$ cat src/rtl/irq_pkg.sv
package irq_pkg;
  localparam int unsigned VEC_W = 8;
  typedef logic [VEC_W-1:0] vec_t;
endpackage

$ cat src/rtl/irq_req_latch.sv
module irq_req_latch #(
  parameter int unsigned N  = 8,
  parameter int unsigned IW = $clog2(N)
) (
  input  logic          clk,
  input  logic          rst_n,
  input  logic [N-1:0]  req_eff,
  input  logic          clr_en,
  input  logic [IW-1:0] clr_idx,
  output logic [N-1:0]  irr
);
  logic [N-1:0] prev_q;
  logic [N-1:0] rise;

  assign rise = req_eff & ~prev_q;

  always_ff @(posedge clk or negedge rst_n) begin
    if (!rst_n) prev_q <= '0;
    else        prev_q <= req_eff;
  end

  // a fresh edge wins over the clear that an acknowledge of the same line makes
  for (genvar g = 0; g < N; g++) begin : g_bit
    always_ff @(posedge clk or negedge rst_n) begin
      if (!rst_n)                                irr[g] <= 1'b0;
      else if (rise[g])                          irr[g] <= 1'b1;
      else if (clr_en && (clr_idx == IW'(g)))    irr[g] <= 1'b0;
    end
  end
endmodule

$ cat src/rtl/irq_prio_resolve.sv
module irq_prio_resolve #(
  parameter int unsigned N  = 8,
  parameter int unsigned IW = $clog2(N)
) (
  input  logic [N-1:0]  irr,
  input  logic [N-1:0]  mask,
  input  logic [N-1:0]  isr,
  output logic          pend,
  output logic [IW-1:0] win_idx
);
  logic [N-1:0]  cand;
  logic          win_any;
  logic          svc_any;
  logic [IW-1:0] svc_idx;

  assign cand = irr & ~mask;

  // scanning downward leaves the lowest set index in the result
  always_comb begin
    win_any = 1'b0;
    win_idx = '0;
    svc_any = 1'b0;
    svc_idx = '0;
    for (int i = N - 1; i >= 0; i--) begin
      if (cand[i]) begin
        win_any = 1'b1;
        win_idx = IW'(i);
      end
      if (isr[i]) begin
        svc_any = 1'b1;
        svc_idx = IW'(i);
      end
    end
  end

  assign pend = win_any && (!svc_any || (win_idx < svc_idx));
endmodule

$ cat src/rtl/irq_service.sv
module irq_service #(
  parameter int unsigned N  = 8,
  parameter int unsigned IW = $clog2(N)
) (
  input  logic          clk,
  input  logic          rst_n,
  input  logic          set_en,
  input  logic [IW-1:0] set_idx,
  input  logic          eoi,
  output logic [N-1:0]  isr
);
  logic [N-1:0] top_bit;
  logic [N-1:0] set_vec;
  logic [N-1:0] isr_nxt;

  // isolate the lowest set bit, i.e. the highest-priority line in service
  assign top_bit = isr & (~isr + N'(1));
  assign set_vec = set_en ? (N'(1) << set_idx) : '0;
  assign isr_nxt = (isr & ~(eoi ? top_bit : '0)) | set_vec;

  always_ff @(posedge clk or negedge rst_n) begin
    if (!rst_n) isr <= '0;
    else        isr <= isr_nxt;
  end
endmodule

$ cat src/rtl/irq_vec_out.sv
module irq_vec_out
  import irq_pkg::*;
(
  input  logic clk,
  input  logic rst_n,
  input  logic load,
  input  vec_t load_data,
  input  logic ready,
  output logic valid,
  output vec_t data
);
  always_ff @(posedge clk or negedge rst_n) begin
    if (!rst_n) begin
      valid <= 1'b0;
      data  <= '0;
    end else if (load) begin
      valid <= 1'b1;
      data  <= load_data;
    end else if (ready) begin
      valid <= 1'b0;
    end
  end
endmodule

$ cat src/rtl/irq_ctrl.sv
module irq_ctrl
  import irq_pkg::*;
#(
  parameter int unsigned N_LINES   = 8,
  parameter int unsigned CASC_LINE = 2
) (
  input  logic                  clk,
  input  logic                  rst_n,
  input  logic [N_LINES-1:0]    req,
  input  logic [N_LINES-1:0]    mask,
  input  logic [VEC_W-$clog2(N_LINES)-1:0] vec_base,
  input  logic                  casc_en,
  input  logic                  casc_irq,
  input  logic [VEC_W-1:0]      casc_vec,
  input  logic                  inta,
  input  logic                  eoi,
  input  logic                  vec_ready,
  output logic                  intr,
  output logic                  vec_valid,
  output logic [VEC_W-1:0]      vec_data,
  output logic                  casc_ack,
  output logic                  reroute_req
);
  localparam int unsigned IW = $clog2(N_LINES);

  logic [N_LINES-1:0] req_eff;
  logic [N_LINES-1:0] irr_q;
  logic [N_LINES-1:0] isr_q;
  logic               pend;
  logic [IW-1:0]      win_idx;
  logic               ack_go;
  vec_t               load_vec;

  always_comb begin
    req_eff = req;
    if (casc_en) req_eff[CASC_LINE] = casc_irq;
  end

  irq_req_latch #(.N(N_LINES), .IW(IW)) u_latch (
    .clk(clk), .rst_n(rst_n), .req_eff(req_eff),
    .clr_en(ack_go), .clr_idx(win_idx), .irr(irr_q)
  );

  irq_prio_resolve #(.N(N_LINES), .IW(IW)) u_prio (
    .irr(irr_q), .mask(mask), .isr(isr_q), .pend(pend), .win_idx(win_idx)
  );

  irq_service #(.N(N_LINES), .IW(IW)) u_svc (
    .clk(clk), .rst_n(rst_n), .set_en(ack_go), .set_idx(win_idx),
    .eoi(eoi), .isr(isr_q)
  );

  assign intr        = pend && !vec_valid;
  assign ack_go      = inta && intr;
  assign casc_ack    = ack_go && casc_en && (win_idx == IW'(CASC_LINE));
  assign reroute_req = casc_en && req[CASC_LINE];
  assign load_vec    = casc_ack ? casc_vec : {vec_base, win_idx};

  irq_vec_out u_vout (
    .clk(clk), .rst_n(rst_n), .load(ack_go), .load_data(load_vec),
    .ready(vec_ready), .valid(vec_valid), .data(vec_data)
  );
endmodule

$ cat config.mk
export PLATFORM = sky130hd
export DESIGN_NAME = irq_ctrl
export DESIGN_NICKNAME = d
export VERILOG_FILES = /design/src/rtl/irq_pkg.sv /design/src/rtl/irq_req_latch.sv /design/src/rtl/irq_prio_resolve.sv /design/src/rtl/irq_service.sv /design/src/rtl/irq_vec_out.sv /design/src/rtl/irq_ctrl.sv
export SDC_FILE = /design/constraint.sdc
export NUM_CORES = 1
export LEC_CHECK = 0
export BUFFER_PORTS_ARGS = -buffer_cell sky130_fd_sc_hd__buf_4
export CAP_MARGIN = 20
export CORE_MARGIN = 2
export CORE_UTILIZATION = 55
export CTS_CLUSTER_DIAMETER = 200
export DETAILED_ROUTE_END_ITERATION = 12
export PLACE_DENSITY = 0.88
export RECOVER_POWER = 100
export SKIP_LAST_GASP = 1
export SYNTH_ARGS = -nofsm -noshare
export SYNTH_HDL_FRONTEND = slang
export SYNTH_SLANG_ARGS = --single-unit
$ cat constraint.sdc
create_clock -name clk -period 9.4 [get_ports clk]
set_clock_uncertainty 0.2 [all_clocks]
set_input_delay 0.47 -clock clk [delete_from_list [all_inputs] [get_ports clk]]
set_output_delay 0.47 -clock clk [all_outputs]
set_load 0.1 [all_outputs]
==> summary.md <==
* **type of element capturing the critical path** output port
* **maximum clock frequency** 210 MHz
* **Fin. Hold Viols** 0
* **run status** complete, but fails checks
* **global placer's final weighted congestion** 0.867
* **setup repair after global routing missed its margin** false
* **cell area after synthesis** 1630 µm²
* **die span in y** 58.5 µm
* **Mapped Cells** 171
* **Leak** 0.993 nW
* **hold buffers post-CTS** 1
* **failing checks** capacitance limit, slew limit
* **maximum net fanout on the critical path** 6
* **count of distinct cell types in the synthesized netlist** 41
* **routed vias/inst** 6.09
* **number of antenna violations at the first check in global routing** 0
* **worst hold-check path type** input port to flop
* **Die ar.** 3420 µm²
* **portion of total power attributed to sequential cells** 30.1%
* **Synth Register Bits** 33
* **actual transition at the worst max-transition pin** 1740 ps
* **vias after detailed routing** 1558
* **Core Area** 2780 µm²
* **depth of the CTS H-tree** 2
* **row cnt** 19
* **Synth Flop Type** sky130_fd_sc_hd__dfrtp_1
* **width of the die** 58.5 µm
* **final slew viol count** 34
* **number of synthesized flops with an enable pin** 0
* **final layout net count** 262
* **count of buffers added by post-CTS timing repair for setup** 0
* **vias in the first global route** 1517
* **power share of the clock group** 13.4%
* **Resize count post-CTS** 0
* **utilization after layout** 73.0%
* **CTS Sinks** 33
* **Area Growth Syn to Fin** 24.4%
* **critical path launch point type** flop
* **number of antenna repair diodes** 0
* **TritonCTS clock tree** done
* **VDD IR max** 0.000343 V
* **Antenna Violating Nets Remaining** 0
* **wire length of the first global-routing pass** 6.63 mm
* **total track usage** 26.5%
* **cell chosen for the clock root** sky130_fd_sc_hd__clkbuf_4
* **portion of synthesized cell area occupied by the leading cell type** 50.6%
* **average wire per standard cell** 16.0 µm
* **IO Count** 48
* **met2 global-route usage** 41.1%
* **Post-Synthesis Net Count** 209
* **power density relative to cell area** 340 nW/µm²
* **combinational share of power** 56.5%
* **count of buffers inserted at the top-level ports** 47
* **cell types occupying the most area after synthesis** sky130_fd_sc_hd__dfrtp_1 (51%), sky130_fd_sc_hd__o21ai_0 (5.5%), sky130_fd_sc_hd__inv_1 (3.9%), sky130_fd_sc_hd__nand2_1 (3.7%), sky130_fd_sc_hd__o31ai_1 (3.7%)
* **warnings from Yosys** 0
* **total net switching power** 372 µW
* **Worst Path Class, Setup** flop to output port
* **Mean Syn Cell Area** 9.55 µm²
* **library cell with the largest summed area after synthesis** sky130_fd_sc_hd__dfrtp_1
* **CTS Buf Count** 5
* **remaining global-route overflow** 0
* **total power** 690 µW
* **max_cap viols** 1
* **net switching fraction of the power** 53.9%
* **Finish-stage setup viols** 0
* **final worst-path cycle share** 50.7%
* **clock latency reported for the late side of the worst-skew pair** 350 ps
* **setup_tns** 0 ps
* **share of post-route cells with drive strength above 1** 20.4%
* **signal arrival time at the worst endpoint** 4090 ps
* **post-detail-place hpwl** 3.00 mm
* **data required time at the worst endpoint** 8730 ps
* **peak-usage layer in the global routing report** met2
* **Post-route DRC** 0
* **maximum buffer depth of the clock tree** 2
* **worst slew margin relative to its limit** -16.2%
* **clock period minus final worst setup slack** 4760 ps
* **first drt pass iteration count** 5
* **total wire length after detailed routing** 4.08 mm
* **internal power of the cells** 318 µW
* **largest net degree at the start of global routing** 34
* **met1 usage** 33.3%
* **met3 Use GR** 7.91%
* **initial core utilization** 58.7%
* **async set or reset register ratio after synthesis** 100%
* **DR iter-0 viols** 112
* **sequential area share after synthesis** 50.6%
* **Clock Pin Slew Worst Setup and Hold Paths** 100 ps
-- state kept, by name (all words and copies together), names as in the netlist --
| name | flops |
|---|---|
| u_vout.valid | 1 |
| u_latch.prev_q | 8 |
| u_latch.irr | 8 |
| u_vout.data | 8 |
| u_svc.isr | 8 |
-- critical path, stage by stage (launching register included) --
cell                       delay [ps]
sky130_fd_sc_hd__dfrtp_1          410
sky130_fd_sc_hd__nand2b_1         130
sky130_fd_sc_hd__a221oi_1          90
sky130_fd_sc_hd__o21ai_0          530
sky130_fd_sc_hd__inv_1            190
sky130_fd_sc_hd__ha_1             340
sky130_fd_sc_hd__o21a_1           190
sky130_fd_sc_hd__o22ai_1          240
sky130_fd_sc_hd__and2_0           210
sky130_fd_sc_hd__o21ai_0          290
sky130_fd_sc_hd__inv_1            240
sky130_fd_sc_hd__clkbuf_1         880
-- synth_stat cells, types with 2 or more instances --
master	number
sky130_fd_sc_hd__ha_1	2
sky130_fd_sc_hd__nand4_1	2
sky130_fd_sc_hd__o21a_1	2
sky130_fd_sc_hd__o31ai_1	8
sky130_fd_sc_hd__nand3_1	2
sky130_fd_sc_hd__nor3_1	3
sky130_fd_sc_hd__o21ai_0	18
sky130_fd_sc_hd__a21oi_1	8
sky130_fd_sc_hd__nor2b_1	6
sky130_fd_sc_hd__nand2_1	16
sky130_fd_sc_hd__a221o_1	2
sky130_fd_sc_hd__or4_4	2
sky130_fd_sc_hd__or3_1	2
sky130_fd_sc_hd__a22o_1	4
sky130_fd_sc_hd__inv_1	17
sky130_fd_sc_hd__a211oi_1	2
sky130_fd_sc_hd__and2_1	2
sky130_fd_sc_hd__nor2_1	11
sky130_fd_sc_hd__nor4_1	2
sky130_fd_sc_hd__nand2b_1	7
sky130_fd_sc_hd__dfrtp_1	33
-- power by group through the flow --
| stage | Clock [mW] | Sequential [mW] | Combinational (mW) |
|---|---|---|---|
| floorplan | 0 | 0.321 | 0.214 |
| global placement | 0 | 0.207 | 0.401 |
| detailed placement | 0 | 0.210 | 0.413 |
| CTS | 0.0950 | 0.207 | 0.415 |
| global route | 0.100 | 0.212 | 0.415 |
| finish | 0.0922 | 0.208 | 0.390 |
-- cell type report --
type                       count  area [µm²]
timing repair buffer          49         322
tap                           31        38.8
multi-input combinational    118         711
inverter                      17        63.8
clock buffer                   7        65.1
sequential                    33         826
fill                         226         751
clock inverter                 1        5.00
-- worst paths after layout --
path | from | to | slack (ps) | depth (start not counted)
setup / recovery | u_latch.irr[6] | casc_ack | 4640 | 11
hold / removal | req[1] | u_latch.prev_q[1] | 50 | 1
setup reg to reg | u_latch.irr[6] | u_vout.valid | 5500 | 11
hold reg to reg | u_latch.prev_q[7] | u_latch.irr[7] | 220 | 1
max in group asynchronous | rst_n | u_vout.data[1] | 7080 | 2
min in group asynchronous | rst_n | u_latch.irr[5] | 910 | 2
-- routing by layer --
| metal | wire (µm) | vias up | part of all wire, % |
|---|---|---|---|
| li1 | - | 722 | - |
| met1 | 1590 | 736 | 39 |
| met2 | 2050 | 88 | 50 |
| met3 | 330 | 12 | 8.1 |
| met4 | 108 | 0 | 2.6 |
| met5 | 0 | - | 0 |
-- logic make-up after synthesis --
logic type,count (synthesis),synth area share [%]
DFF,33,50.6
adders and majority gates,2,1.53
and+or+nand+nor,59,18.9
buffers and inverters,20,5.13
muxes,1,0.690
AOI/OAI and AO/OA,56,23.1
-- per-stage QoR --
step | setup WS (ps) | cells | area [µm²] | hold slack, ps
2_1_floorplan | 4830 | 171 | 1630 | -25.6
3_3_place_gp | 5710 | 247 | 2010 | 203
3_5_place_dp | 5450 | 247 | 2010 | 215
4_1_cts | 5220 | 256 | 2090 | 13.6
5_1_grt | 4400 | 256 | 2030 | 37.4
6_report | 4640 | 256 | 2030 | 53.8
-- cells in the final DEF (no fill, tap or decap), types with 2 or more instances in the layout --
cell / count
sky130_fd_sc_hd__dfrtp_1: 33
sky130_fd_sc_hd__inv_1: 17
sky130_fd_sc_hd__clkbuf_8: 2
sky130_fd_sc_hd__a22o_1: 4
sky130_fd_sc_hd__a211oi_1: 2
sky130_fd_sc_hd__clkbuf_4: 12
sky130_fd_sc_hd__o21a_1: 2
sky130_fd_sc_hd__o21ai_0: 18
sky130_fd_sc_hd__nand3_1: 2
sky130_fd_sc_hd__o22ai_1: 2
sky130_fd_sc_hd__ha_1: 2
sky130_fd_sc_hd__a221o_1: 2
sky130_fd_sc_hd__nor4_1: 2
sky130_fd_sc_hd__o31ai_1: 8
sky130_fd_sc_hd__clkbuf_1: 13
sky130_fd_sc_hd__or4_4: 2
sky130_fd_sc_hd__nor2b_1: 6
sky130_fd_sc_hd__nor2_1: 11
sky130_fd_sc_hd__nand4_1: 2
sky130_fd_sc_hd__a21oi_1: 9
sky130_fd_sc_hd__or3_1: 2
sky130_fd_sc_hd__nand2b_1: 7
sky130_fd_sc_hd__and2_1: 2
sky130_fd_sc_hd__buf_4: 28
sky130_fd_sc_hd__nor3_1: 3
sky130_fd_sc_hd__nand2_1: 16
Note: power is estimated with default switching activity, not from simulation.
